**src/rtl/slb_pkg.sv**
```systemverilog
package slb_pkg;
  typedef struct packed {
    logic shiftEn;
    logic loadEn;
  } ctrlStrobes_t;
endpackage

```
**src/rtl/slb_sync.sv**
```systemverilog
module slb_sync #(
  parameter int WIDTH  = 1,
  parameter int STAGES = 2
) (
  input  logic             clk,
  input  logic             rst_n,
  input  logic [WIDTH-1:0] asyncIn,
  output logic [WIDTH-1:0] syncOut
);
  logic [WIDTH-1:0] stageQ [STAGES];

  generate
    for (genvar s = 0; s < STAGES; s++) begin : g_stage
      if (s == 0) begin : g_first
        always_ff @(posedge clk or negedge rst_n) begin
          if (!rst_n) stageQ[s] <= '0;
          else        stageQ[s] <= asyncIn;
        end
      end else begin : g_next
        always_ff @(posedge clk or negedge rst_n) begin
          if (!rst_n) stageQ[s] <= '0;
          else        stageQ[s] <= stageQ[s-1];
        end
      end
    end
  endgenerate

  assign syncOut = stageQ[STAGES-1];
endmodule

```
**src/rtl/slb_ctrl.sv**
```systemverilog
module slb_ctrl
  import slb_pkg::*;
(
  input  logic         clk,
  input  logic         rst_n,
  input  logic         sclkSync,
  input  logic         loadSync,
  output ctrlStrobes_t strobes
);
  logic sclkPrev;
  logic loadPrev;

  always_ff @(posedge clk or negedge rst_n) begin
    if (!rst_n) begin
      sclkPrev <= 1'b0;
      loadPrev <= 1'b0;
    end else begin
      sclkPrev <= sclkSync;
      loadPrev <= loadSync;
    end
  end

  always_comb begin
    strobes.shiftEn = sclkSync & ~sclkPrev;
    strobes.loadEn  = loadSync & ~loadPrev;
  end
endmodule

```
**src/rtl/slb_datapath.sv**
```systemverilog
module slb_datapath
  import slb_pkg::*;
#(
  parameter int WORD_W    = 18,
  parameter int ADDR_W    = 2,
  parameter int NUM_LATCH = 4,
  parameter int PAY_W     = WORD_W - ADDR_W
) (
  input  logic                       clk,
  input  logic                       rst_n,
  input  ctrlStrobes_t               strobes,
  input  logic                       dataBit,
  output logic [NUM_LATCH*PAY_W-1:0] latchFlat,
  output logic [NUM_LATCH-1:0]       latchStrobe
);
  logic [WORD_W-1:0] shiftReg;
  logic [ADDR_W-1:0] selAddr;
  logic [PAY_W-1:0]  payload;
  logic [PAY_W-1:0]  latchQ [NUM_LATCH];

  assign selAddr = shiftReg[ADDR_W-1:0];
  assign payload = shiftReg[WORD_W-1:ADDR_W];

  always_ff @(posedge clk or negedge rst_n) begin
    if (!rst_n)                shiftReg <= '0;
    else if (strobes.shiftEn)  shiftReg <= {shiftReg[WORD_W-2:0], dataBit};
  end

  // a_r2_shift_lsb: a serial rise places the sampled bit in bit 0
  a_r2_shift_lsb: assert property (@(posedge clk) disable iff (!rst_n)
    strobes.shiftEn |=> shiftReg[0] == $past(dataBit));

  generate
    for (genvar i = 0; i < NUM_LATCH; i++) begin : g_latch
      logic hit;
      assign hit = strobes.loadEn && (selAddr == ADDR_W'(i));

      always_ff @(posedge clk or negedge rst_n) begin
        if (!rst_n) begin
          latchQ[i]      <= '0;
          latchStrobe[i] <= 1'b0;
        end else begin
          latchStrobe[i] <= hit;
          if (hit) latchQ[i] <= payload;
        end
      end

      assign latchFlat[i*PAY_W +: PAY_W] = latchQ[i];

      // a_r4_hold_unless_strobed: a latch changes only in the cycle its strobe shows
      a_r4_hold_unless_strobed: assert property (@(posedge clk) disable iff (!rst_n)
        !latchStrobe[i] |-> $stable(latchQ[i]));
    end
  endgenerate

  // a_r5_single_strobe: never more than one latch updated at once
  a_r5_single_strobe: assert property (@(posedge clk) disable iff (!rst_n)
    $onehot0(latchStrobe));

  // a_r6_strobe_needs_load: a strobe follows a load edge one cycle earlier
  a_r6_strobe_needs_load: assert property (@(posedge clk) disable iff (!rst_n)
    (latchStrobe != '0) |-> $past(strobes.loadEn));
endmodule

```
**src/rtl/serial_latch_bank.sv**
```systemverilog
module serial_latch_bank
  import slb_pkg::*;
#(
  parameter int WORD_W      = 18,
  parameter int ADDR_W      = 2,
  parameter int SYNC_STAGES = 2,
  localparam int NUM_LATCH  = 1 << ADDR_W,
  localparam int PAY_W      = WORD_W - ADDR_W
) (
  input  logic                       clk,
  input  logic                       rst_n,
  input  logic                       serClk,
  input  logic                       serData,
  input  logic                       serLoad,
  input  logic                       mainEnIn,
  input  logic                       auxEnIn,
  output logic [NUM_LATCH*PAY_W-1:0] latchData,
  output logic [NUM_LATCH-1:0]       latchStrobe,
  output logic                       mainEnOut,
  output logic                       auxEnOut
);
  logic [4:0]   syncVec;
  ctrlStrobes_t strobes;

  slb_sync #(.WIDTH(5), .STAGES(SYNC_STAGES)) u_sync (
    .clk     (clk),
    .rst_n   (rst_n),
    .asyncIn ({serClk, serData, serLoad, mainEnIn, auxEnIn}),
    .syncOut (syncVec)
  );

  slb_ctrl u_ctrl (
    .clk      (clk),
    .rst_n    (rst_n),
    .sclkSync (syncVec[4]),
    .loadSync (syncVec[2]),
    .strobes  (strobes)
  );

  slb_datapath #(
    .WORD_W    (WORD_W),
    .ADDR_W    (ADDR_W),
    .NUM_LATCH (NUM_LATCH),
    .PAY_W     (PAY_W)
  ) u_dp (
    .clk         (clk),
    .rst_n       (rst_n),
    .strobes     (strobes),
    .dataBit     (syncVec[3]),
    .latchFlat   (latchData),
    .latchStrobe (latchStrobe)
  );

  assign mainEnOut = syncVec[1];
  assign auxEnOut  = syncVec[0];
endmodule

```
**config.mk**
```make
export PLATFORM = sky130hd
export DESIGN_NAME = serial_latch_bank
export DESIGN_NICKNAME = d
export VERILOG_FILES = /design/src/rtl/slb_pkg.sv /design/src/rtl/slb_sync.sv /design/src/rtl/slb_ctrl.sv /design/src/rtl/slb_datapath.sv /design/src/rtl/serial_latch_bank.sv
export SDC_FILE = /design/constraint.sdc
export NUM_CORES = 1
export LEC_CHECK = 0
export ABC_AREA = 1
export CAP_MARGIN = 10
export CORE_MARGIN = 4
export CORE_UTILIZATION = 28
export CTS_BUF_LIST = sky130_fd_sc_hd__clkbuf_4
export DETAILED_ROUTE_END_ITERATION = 8
export GPL_ROUTABILITY_DRIVEN = 0
export GPL_TIMING_DRIVEN = 0
export PLACE_DENSITY = 0.58
export SLEW_MARGIN = 20
export SYNTH_ARGS = -nofsm -noshare
export SYNTH_HDL_FRONTEND = slang
export SYNTH_SLANG_ARGS = --single-unit
```
**constraint.sdc**
```tcl
create_clock -name clk -period 3.6 [get_ports clk]
set_input_delay 1.08 -clock clk [delete_from_list [all_inputs] [get_ports clk]]
set_output_delay 1.08 -clock clk [all_outputs]
set_load 0.1 [all_outputs]
```
==> impl_metrics.tcl, run 1 <==
set metrics [dict create \
    layout_commonest_cell "nand2_1" \
    die_x_um 123 \
    worst_pin_slew_ns 1.03 \
    stdcell_count 644 \
    max_slew_margin_pct 31.1 \
    drtAntennaViolNets 0 \
    grt_max_degree 68 \
    synthesis.nets 385 \
    required_ns 2.52 \
    grtUsageTotal_pct 12.5 \
    root_buffer "clkbuf_4" \
    cts_tree "yes" \
    wl_um 8870 \
    fin_crit_sh_pct 85.4 \
    crit_buf_inv 1 \
    dpl.hpwl_um 6440 \
    synthDistinctLibCells 17 \
    die_area_sq_mm 0.0151 \
    path_clk_slew_ns 0.15 \
    synthCells 378 \
    syn_to_final_growth_pct 31.0 \
    holdBufCountCts 0 \
    crit_slowest_cell "clkdlybuf4s50_1" \
    initialDrtViolationCount 148 \
    dr.pass1.iters 4 \
    drv_cap 0 \
    path_cells "clkdlybuf4s50_1" \
    grt_pass1_vias 2790 \
    io_pins 77 \
    ys_seq_area_share_pct 66.4 \
    wire_per_inst_um 13.8 \
    insertion_delay_ns 0.43 \
    crit_family "buffers and inverters" \
    hold_path_class "reg -> reg" \
    portBuffers 76 \
    drcViolationCount 0 \
    nFillCells 1255 \
    placeableCoreArea_sq_mm 0.0128 \
    end_kind "primary output" \
    layout_common_cells "nand2_1 (175), dfrtp_1 (98), clkdlybuf4s50_1 (75)" \
    timing_hold_violations_final 0 \
    post_cts_resized 0 \
    numCtsBuffers 9 \
    multi_input_area_sq_mm 0.00110 \
    avgSynthCellArea_sq_um 9.77 \
    start_util_pct 28.9 \
    crit_fanout 2 \
    synth_warnings 0 \
    antenna_found_initial 1 \
    drv_slew 0 \
    vias 2773 \
    ctsHtreeMaxLevel 3 \
    arrival_ns 1.99 \
    place_inst 627 \
    powerDensity_mw_per_mm2 821 \
    rows 41 \
    fin_crit_ns 3.07 \
    whs_ns 0.364 \
    cts_buffer_depth 2 \
    critPathLaunchType "register" \
    setup_viol 0 \
    p_leak_nw 2.48 \
    status "finished clean" \
    peakVddDrop_mv 0.534 \
    drive_gt1_share_pct 9.55 \
    die_h_um 123 \
    slowest_delay_ns 1.15 \
    regArea_sq_mm 0.00245 \
    setup_tns_ns 0 \
    utilization_pct 37.9 \
    r2r_slack_ns 2.17 \
    nets 473 \
    critPathKind "reg -> out" \
    synth_area_sq_mm 0.00369 \
    clock.fmax_mhz 325 \
    total_power_w 0.00397 \
    vias_per_cell 4.31 \
    grt_overflow 0 \
    grt_pass1_wl_um 14500 \
    numClockSinks 98 \
    rsz0062_at_grt "no" \
    yosys_register_bits 98 \
    post-cts-setup-buffers 0 \
    skew_ns 0.0129 \
]
[Yosys cell counts]
cell      count  share of area (%)
nand2_2       3               0.51
nor2_2        1               0.17
inv_1         5               0.51
nand2_1     175                 18
inv_2         5               0.51
nor2_4        3               0.91
buf_4         4               0.81
buf_6         3               0.91
nand2_4       2               0.61
clkbuf_1      5               0.51
dfrtp_1      98                 66
buf_2         5               0.68
nand3_1      61                8.3
a21oi_1       2               0.27
o21ai_0       3               0.41
nor2_1        2               0.20
nor2_8        1               0.54
[layer usage]
layer  up-vias  GRT usage, %  wire (um)
met3        13          2.81        567
li1       1376             -          -
met2        79          17.8       3810
met4         0          6.09        176
met5         -             0          0
met1      1305          18.0       4310
[final cells by class]
class	instances	share of cell area, %
Antenna cell	1	0.0517
Buffer	17	2.22
Clock buffer	9	1.40
Clock inverter	7	1.42
Inverter	10	0.776
Multi-Input combinational cell	253	22.7
Sequential cell	98	50.7
Tap cell	172	4.45
Timing Repair Buffer	77	16.3
[cells by family after synthesis]
| group | Yosys count | synth area share, % |
|---|---|---|
| and+or+nand+nor | 248 | 29.0 |
| AOI/OAI and AO/OA | 5 | 0.677 |
| buffers and inverters | 27 | 3.93 |
| DFF | 98 | 66.4 |
[flip-flops by register name, summed over array words and instances (netlist names)]
signal and count:
u_dp.latchStrobe 4, u_sync.syncOut 5, u_sync.stageQ 5, u_dp.shiftReg 18, u_dp.latchFlat 64, u_ctrl.sclkPrev 1, u_ctrl.loadPrev 1
[report_power, final]
| part | internal, W | leakage, nW | switching (W) |
|---|---|---|---|
| registers | 0.00131 | 1.30 | 0.000191 |
| logic | 0.000384 | 1.11 | 0.00151 |
| clock network | 0.000211 | 0.0721 | 0.000367 |
| total | 0.00190 | 2.48 | 0.00207 |
[per-stage QoR]
stage          cell area, sq um  worst slack [ns]
2_1_floorplan              3690              1.62
3_3_place_gp               4670             -2.09
3_5_place_dp               4700             0.998
4_1_cts                    4830             0.474
5_1_grt                    4840             0.443
6_report                   4840             0.526
[final timing paths]
kind	start	to	cells past startpoint
setup / recovery	u_dp.latchFlat[51]$_DFFE_PN0P_	latchData[51]	1
hold / removal	u_sync.stageQ[5]$_DFF_PN0_	u_sync.syncOut[0]$_DFF_PN0_	0
setup reg to reg	u_dp.shiftReg[0]$_DFFE_PN0P_	u_dp.latchFlat[13]$_DFFE_PN0P_	5
hold reg to reg	u_sync.stageQ[5]$_DFF_PN0_	u_sync.syncOut[0]$_DFF_PN0_	0
max in group asynchronous	rst_n	u_dp.latchFlat[31]$_DFFE_PN0P_	2
min in group asynchronous	rst_n	u_sync.stageQ[9]$_DFF_PN0_	1
No activity file was read; power rests on OpenSTA's default activity.
==> inputs of run 2 (changes only) <==
--- a/config.mk
+++ b/config.mk
@@ -14,6 +14,7 @@
 export GPL_ROUTABILITY_DRIVEN = 0
 export GPL_TIMING_DRIVEN = 0
 export PLACE_DENSITY = 0.58
+export REMOVE_ABC_BUFFERS = 1
 export SLEW_MARGIN = 20
 export SYNTH_ARGS = -nofsm -noshare
 export SYNTH_HDL_FRONTEND = slang
==> constraint.sdc (replaced) <==
create_clock -name clk -period 3.3 [get_ports clk]
set_input_delay 0.99 -clock clk [delete_from_list [all_inputs] [get_ports clk]]
set_output_delay 0.99 -clock clk [all_outputs]
set_load 0.1 [all_outputs]
==> run 2 against run 1 <==
Against the previous run:
- sequential share of layout area up 0.99 points
- clock skew up 0.0049 ns
- setup slack worse by 0.22 ns
- via count down 1.6%
- utilization down 0.72 points
- largest cell class unchanged
- non-clock buffer count down 17
- die area unchanged
- routed wire length up 3.3%
- register-to-register slack worse by 0.73 ns
==> impl_metrics.tcl, run 2 (synthesis results as in run 1) <==
set metrics [dict create \
    die_area_sq_mm 0.0151 \
    dpl.hpwl_um 6000 \
    cts_buffer_depth 2 \
    drv_cap 0 \
    skew_ns 0.0178 \
    crit_buf_inv 1 \
    post_cts_resized 0 \
    path_cells "clkdlybuf4s50_1" \
    drv_slew 0 \
    crit_fanout 2 \
    crit_slowest_cell "clkdlybuf4s50_1" \
    timing.rr.start "u_dp.shiftReg[0]$_DFFE_PN0P_" \
    grt_pass1_vias 2710 \
    portBuffers 76 \
    place_inst 610 \
    whs_path_depth 0 \
    start_util_pct 28.9 \
    drcViolationCount 0 \
    worst_pin_slew_ns 1.03 \
    vias_per_cell 4.35 \
    nets 456 \
    peakVddDrop_mv 0.352 \
    timing.rr.end "u_dp.latchFlat[9]$_DFFE_PN0P_" \
    wire_per_inst_um 14.6 \
    cts_tree "yes" \
    holdBufCountCts 0 \
    crit_family "buffers and inverters" \
    clock.fmax_mhz 334 \
    drive_gt1_share_pct 6.61 \
    die_h_um 123 \
    initialDrtViolationCount 185 \
    max_slew_margin_pct 31.4 \
    powerDensity_mw_per_mm2 922 \
    setup_viol 0 \
    drtAntennaViolNets 0 \
    wl_um 9160 \
    numClockSinks 98 \
    slowest_delay_ns 1.17 \
    rsz0062_at_grt "no" \
    r2r_slack_ns 1.44 \
    rr_worst_depth 4 \
    min_from "u_sync.stageQ[5]$_DFF_PN0_" \
    syn_to_final_growth_pct 28.5 \
    numCtsBuffers 9 \
    timing_hold_violations_final 0 \
    grt_max_degree 55 \
    rows 41 \
    insertion_delay_ns 0.44 \
    io_pins 77 \
    required_ns 2.31 \
    critPathLaunchType "register" \
    grt_overflow 0 \
    p_leak_nw 2.42 \
    dr.pass1.iters 4 \
    grt_pass1_wl_um 15000 \
    grtUsageTotal_pct 13.0 \
    arrival_ns 2.00 \
    root_buffer "clkbuf_4" \
    fin_crit_ns 2.99 \
    layout_commonest_cell "nand2_1" \
    post-cts-setup-buffers 0 \
    layout_common_cells "nand2_1 (175), dfrtp_1 (98), clkdlybuf4s50_1 (75)" \
    placeableCoreArea_sq_mm 0.0128 \
    largest_register_ffs 64 \
    hold_path_class "reg -> reg" \
    hold_path_end "u_sync.syncOut[0]$_DFF_PN0_" \
    ctsHtreeMaxLevel 3 \
    fin_crit_sh_pct 90.7 \
    stdcell_count 627 \
    critPathKind "reg -> out" \
    antenna_found_initial 1 \
    vias 2728 \
    end_kind "primary output" \
    path_clk_slew_ns 0.15 \
    total_power_w 0.00437 \
    status "finished clean" \
    die_x_um 123 \
]
==> run 2: changes by cell type in the layout (fill, tap and decap cells not counted), moves of 2 or more <==
cell / before / now
buf_2: 5 / 0
clkbuf_1: 5 / 0
buf_4: 4 / 0
buf_6: 4 / 1
clkinv_1: 0 / 3
clkinv_2: 3 / 1
==> run 2: how the worst max path moves through the flow <==
stage | start | to | slack, ns | cells after the start
2_1_floorplan | u_dp.latchFlat[0]$_DFFE_PN0P_ | latchData[0] | 1.41 | 0
5_1_grt | u_dp.latchFlat[56]$_DFFE_PN0P_ | latchData[56] | 0.20 | 1
3_3_place_gp | rst_n | u_dp.latchFlat[43]$_DFFE_PN0P_ | -2.38 | 1
3_5_place_dp | u_dp.latchFlat[22]$_DFFE_PN0P_ | latchData[22] | 0.80 | 1
6_report | u_dp.latchFlat[55]$_DFFE_PN0P_ | latchData[55] | 0.31 | 1
4_1_cts | u_dp.latchFlat[55]$_DFFE_PN0P_ | latchData[55] | 0.27 | 1
==> run 2: report_power, final <==
part	internal [W]	total (W)	switching, W
Sequential	0.00143	0.00163	0.000205
Combinational	0.000405	0.00206	0.00165
Clock	0.000299	0.000687	0.000388
==> run 2: through the flow <==
stage	area (sq um)	worst slack (ns)	hold WS (ns)	TNS, ns	util [%]
final	4740	0.307	0.367	0	37.1
after CTS	4740	0.271	0.370	0	37.1
after detailed placement	4590	0.801	0.338	0	35.9
after global routing	4740	0.203	0.375	0	37.1
after floorplan	3590	1.41	0.331	0	-
after global placement	4560	-2.38	0.337	-232.14	35.7
==> run 2: metal layers <==
layer / wire length [um] / global-route usage, % / up-vias
li1: - / - / 1342
met1: 4270 / 17.4 / 1301
met2: 4100 / 19.4 / 73
met3: 647 / 4.47 / 12
met4: 144 / 4.69 / 0
met5: 0 / 0 / -
==> run 2: cell type report <==
class	instances	area (sq um)
multi-input combinational	253	1100
inverter	10	37.5
antenna	1	2.50
fill	1271	8030
clock inverter	7	83.8
timing repair buffer	77	790
tap	172	215
clock buffer	9	67.6
sequential	98	2450
==> inputs of run 3 (changes only) <==
--- a/config.mk
+++ b/config.mk
@@ -11,9 +11,10 @@
 export CORE_UTILIZATION = 28
 export CTS_BUF_LIST = sky130_fd_sc_hd__clkbuf_4
 export DETAILED_ROUTE_END_ITERATION = 8
+export DONT_BUFFER_PORTS = 1
 export GPL_ROUTABILITY_DRIVEN = 0
 export GPL_TIMING_DRIVEN = 0
-export PLACE_DENSITY = 0.58
+export PLACE_DENSITY = 0.5
 export REMOVE_ABC_BUFFERS = 1
 export SLEW_MARGIN = 20
 export SYNTH_ARGS = -nofsm -noshare
==> run 3 against run 2 <==
Against the previous run:
- critical path depth is 1 lower
- worst hold slack worse by 0.16 ns
- sequential power is 86% higher
- utilization is 6.5 points lower
- clock power is 17% lower
- non-clock buffer count is 77 lower
- design area is 17% lower
- routed wire length is 3.4% higher
- final cell count is 12% lower
- critical path type unchanged
- largest cell class unchanged
- largest power group is now sequential cells
- highest routed layer unchanged
==> impl_metrics.tcl, run 3 (synthesis results as in run 1) <==
set metrics [dict create \
    drtAntennaViolNets 0 \
    cts_buffer_depth 2 \
    hold_path_class "in -> async" \
    wire_per_inst_um 17.2 \
    setup_tns_ns 0 \
    max_slew_margin_pct 36.5 \
    p_leak_nw 2.13 \
    crit_fanout 2 \
    drive_gt1_share_pct 8.22 \
    grt_pass1_vias 2468 \
    fin_crit_ns 2.45 \
    rows 41 \
    grt_max_degree 99 \
    numCtsBuffers 9 \
    post-cts-setup-buffers 0 \
    wl_um 9480 \
    ctsHtreeMaxLevel 3 \
    critPathLaunchType "register" \
    rsz0062_at_grt "no" \
    cts_tree "yes" \
    whs_ns 0.206 \
    grt_use_met2_pct 20.3 \
    start_util_pct 28.9 \
    peakVddDrop_mv 0.200 \
    syn_to_final_growth_pct 6.06 \
    layout_commonest_cell "nand2_1" \
    cp-startpoint "u_dp.latchFlat[15]$_DFFE_PN0P_" \
    drv_cap 0 \
    gr-max-usage-layer "met2" \
    grtUsageMet1_pct 16.8 \
    end_kind "primary output" \
    grtUsageTotal_pct 13.2 \
    regArea_sq_mm 0.00245 \
    nets 379 \
    dpl.hpwl_um 5920 \
    drv_slew 0 \
    worst_pin_slew_ns 0.953 \
    vias 2479 \
    nFillCells 1392 \
    drcViolationCount 0 \
    grt_util_met3_pct 5.12 \
    grt_overflow 0 \
    root_buffer "clkbuf_4" \
    io_pins 77 \
    post_cts_resized 0 \
    required_ns 2.31 \
    multi_input_area_sq_mm 0.00110 \
    vias_per_cell 4.51 \
    antenna_found_initial 1 \
    critPathKind "reg -> out" \
    skew_ns 0.0181 \
    timing_hold_violations_final 0 \
    setup_viol 0 \
    initialDrtViolationCount 113 \
    post-place-ws_ns 1.36 \
    fin_ws_ns 0.852 \
    insertion_delay_ns 0.45 \
    arrival_ns 1.46 \
    r2r_slack_ns 1.44 \
    layout_common_cells "nand2_1 (175), dfrtp_1 (98), nand3_1 (61)" \
    status "finished clean" \
    holdBufCountCts 0 \
    path_clk_slew_ns 0.15 \
    timing.rr.start "u_dp.shiftReg[0]$_DFFE_PN0P_" \
    dr.pass1.iters 4 \
    grt_pass1_wl_um 14600 \
    die_area_sq_mm 0.0151 \
    clock.fmax_mhz 409 \
    powerDensity_mw_per_mm2 990 \
    fin_crit_sh_pct 74.2 \
    portBuffers 0 \
    placeableCoreArea_sq_mm 0.0128 \
    largest_register_ffs 64 \
    numClockSinks 98 \
    die_x_um 123 \
    die_h_um 123 \
]
==> run 3: cell count changes in the layout (fill, tap and decap cells not counted), sizes merged <==
cell	before	now
clkdlybuf4s50	75	0
clkbuf	9	11
buf	2	0
bufinv	2	0
==> run 3: area by class of cell <==
cell class	count	area share, %
clock inverters	5	0.798
inverters	10	0.958
multi-input cells	253	28.0
well taps	172	5.49
diodes	1	0.0639
flip-flops and latches	98	62.6
clock buffers	11	2.11
==> run 3: per-layer routing <==
metal	part of all wire [%]	vias up	wire length, um
met1	44	1223	4120
met2	46	68	4410
met5	0	-	0
met4	1.4	0	130
li1	-	1178	-
met3	8.6	10	814
==> run 3: path summary, 6_finish.rpt <==
path / endpoint / depth (start not counted)
worst max register to register: u_dp.latchFlat[4]$_DFFE_PN0P_ / 4
min in group clk: u_sync.syncOut[0]$_DFF_PN0_ / 0
worst min-delay path: u_dp.latchFlat[28]$_DFFE_PN0P_ / 0
worst max-delay path: latchData[15] / 0
max in group asynchronous: u_dp.latchFlat[10]$_DFFE_PN0P_ / 0
worst min register to register: u_sync.syncOut[0]$_DFF_PN0_ / 0
==> run 3: power breakdown <==
group	total, W	internal, W	switching, W
combinational	0.000274	0.000102	0.000171
clock	0.000570	0.000170	0.000400
sequential	0.00303	0.00140	0.00164
==> run 3: metrics by stage <==
step	std cells	util [%]	power [W]	area [sq um]
floorplan	361	-	0.00317	3590
global placement	533	29.8	0.00334	3800
detailed placement	533	29.8	0.00335	3800
finish	550	30.7	0.00388	3920
CTS	549	30.6	0.00393	3920
global route	550	30.7	0.00405	3920
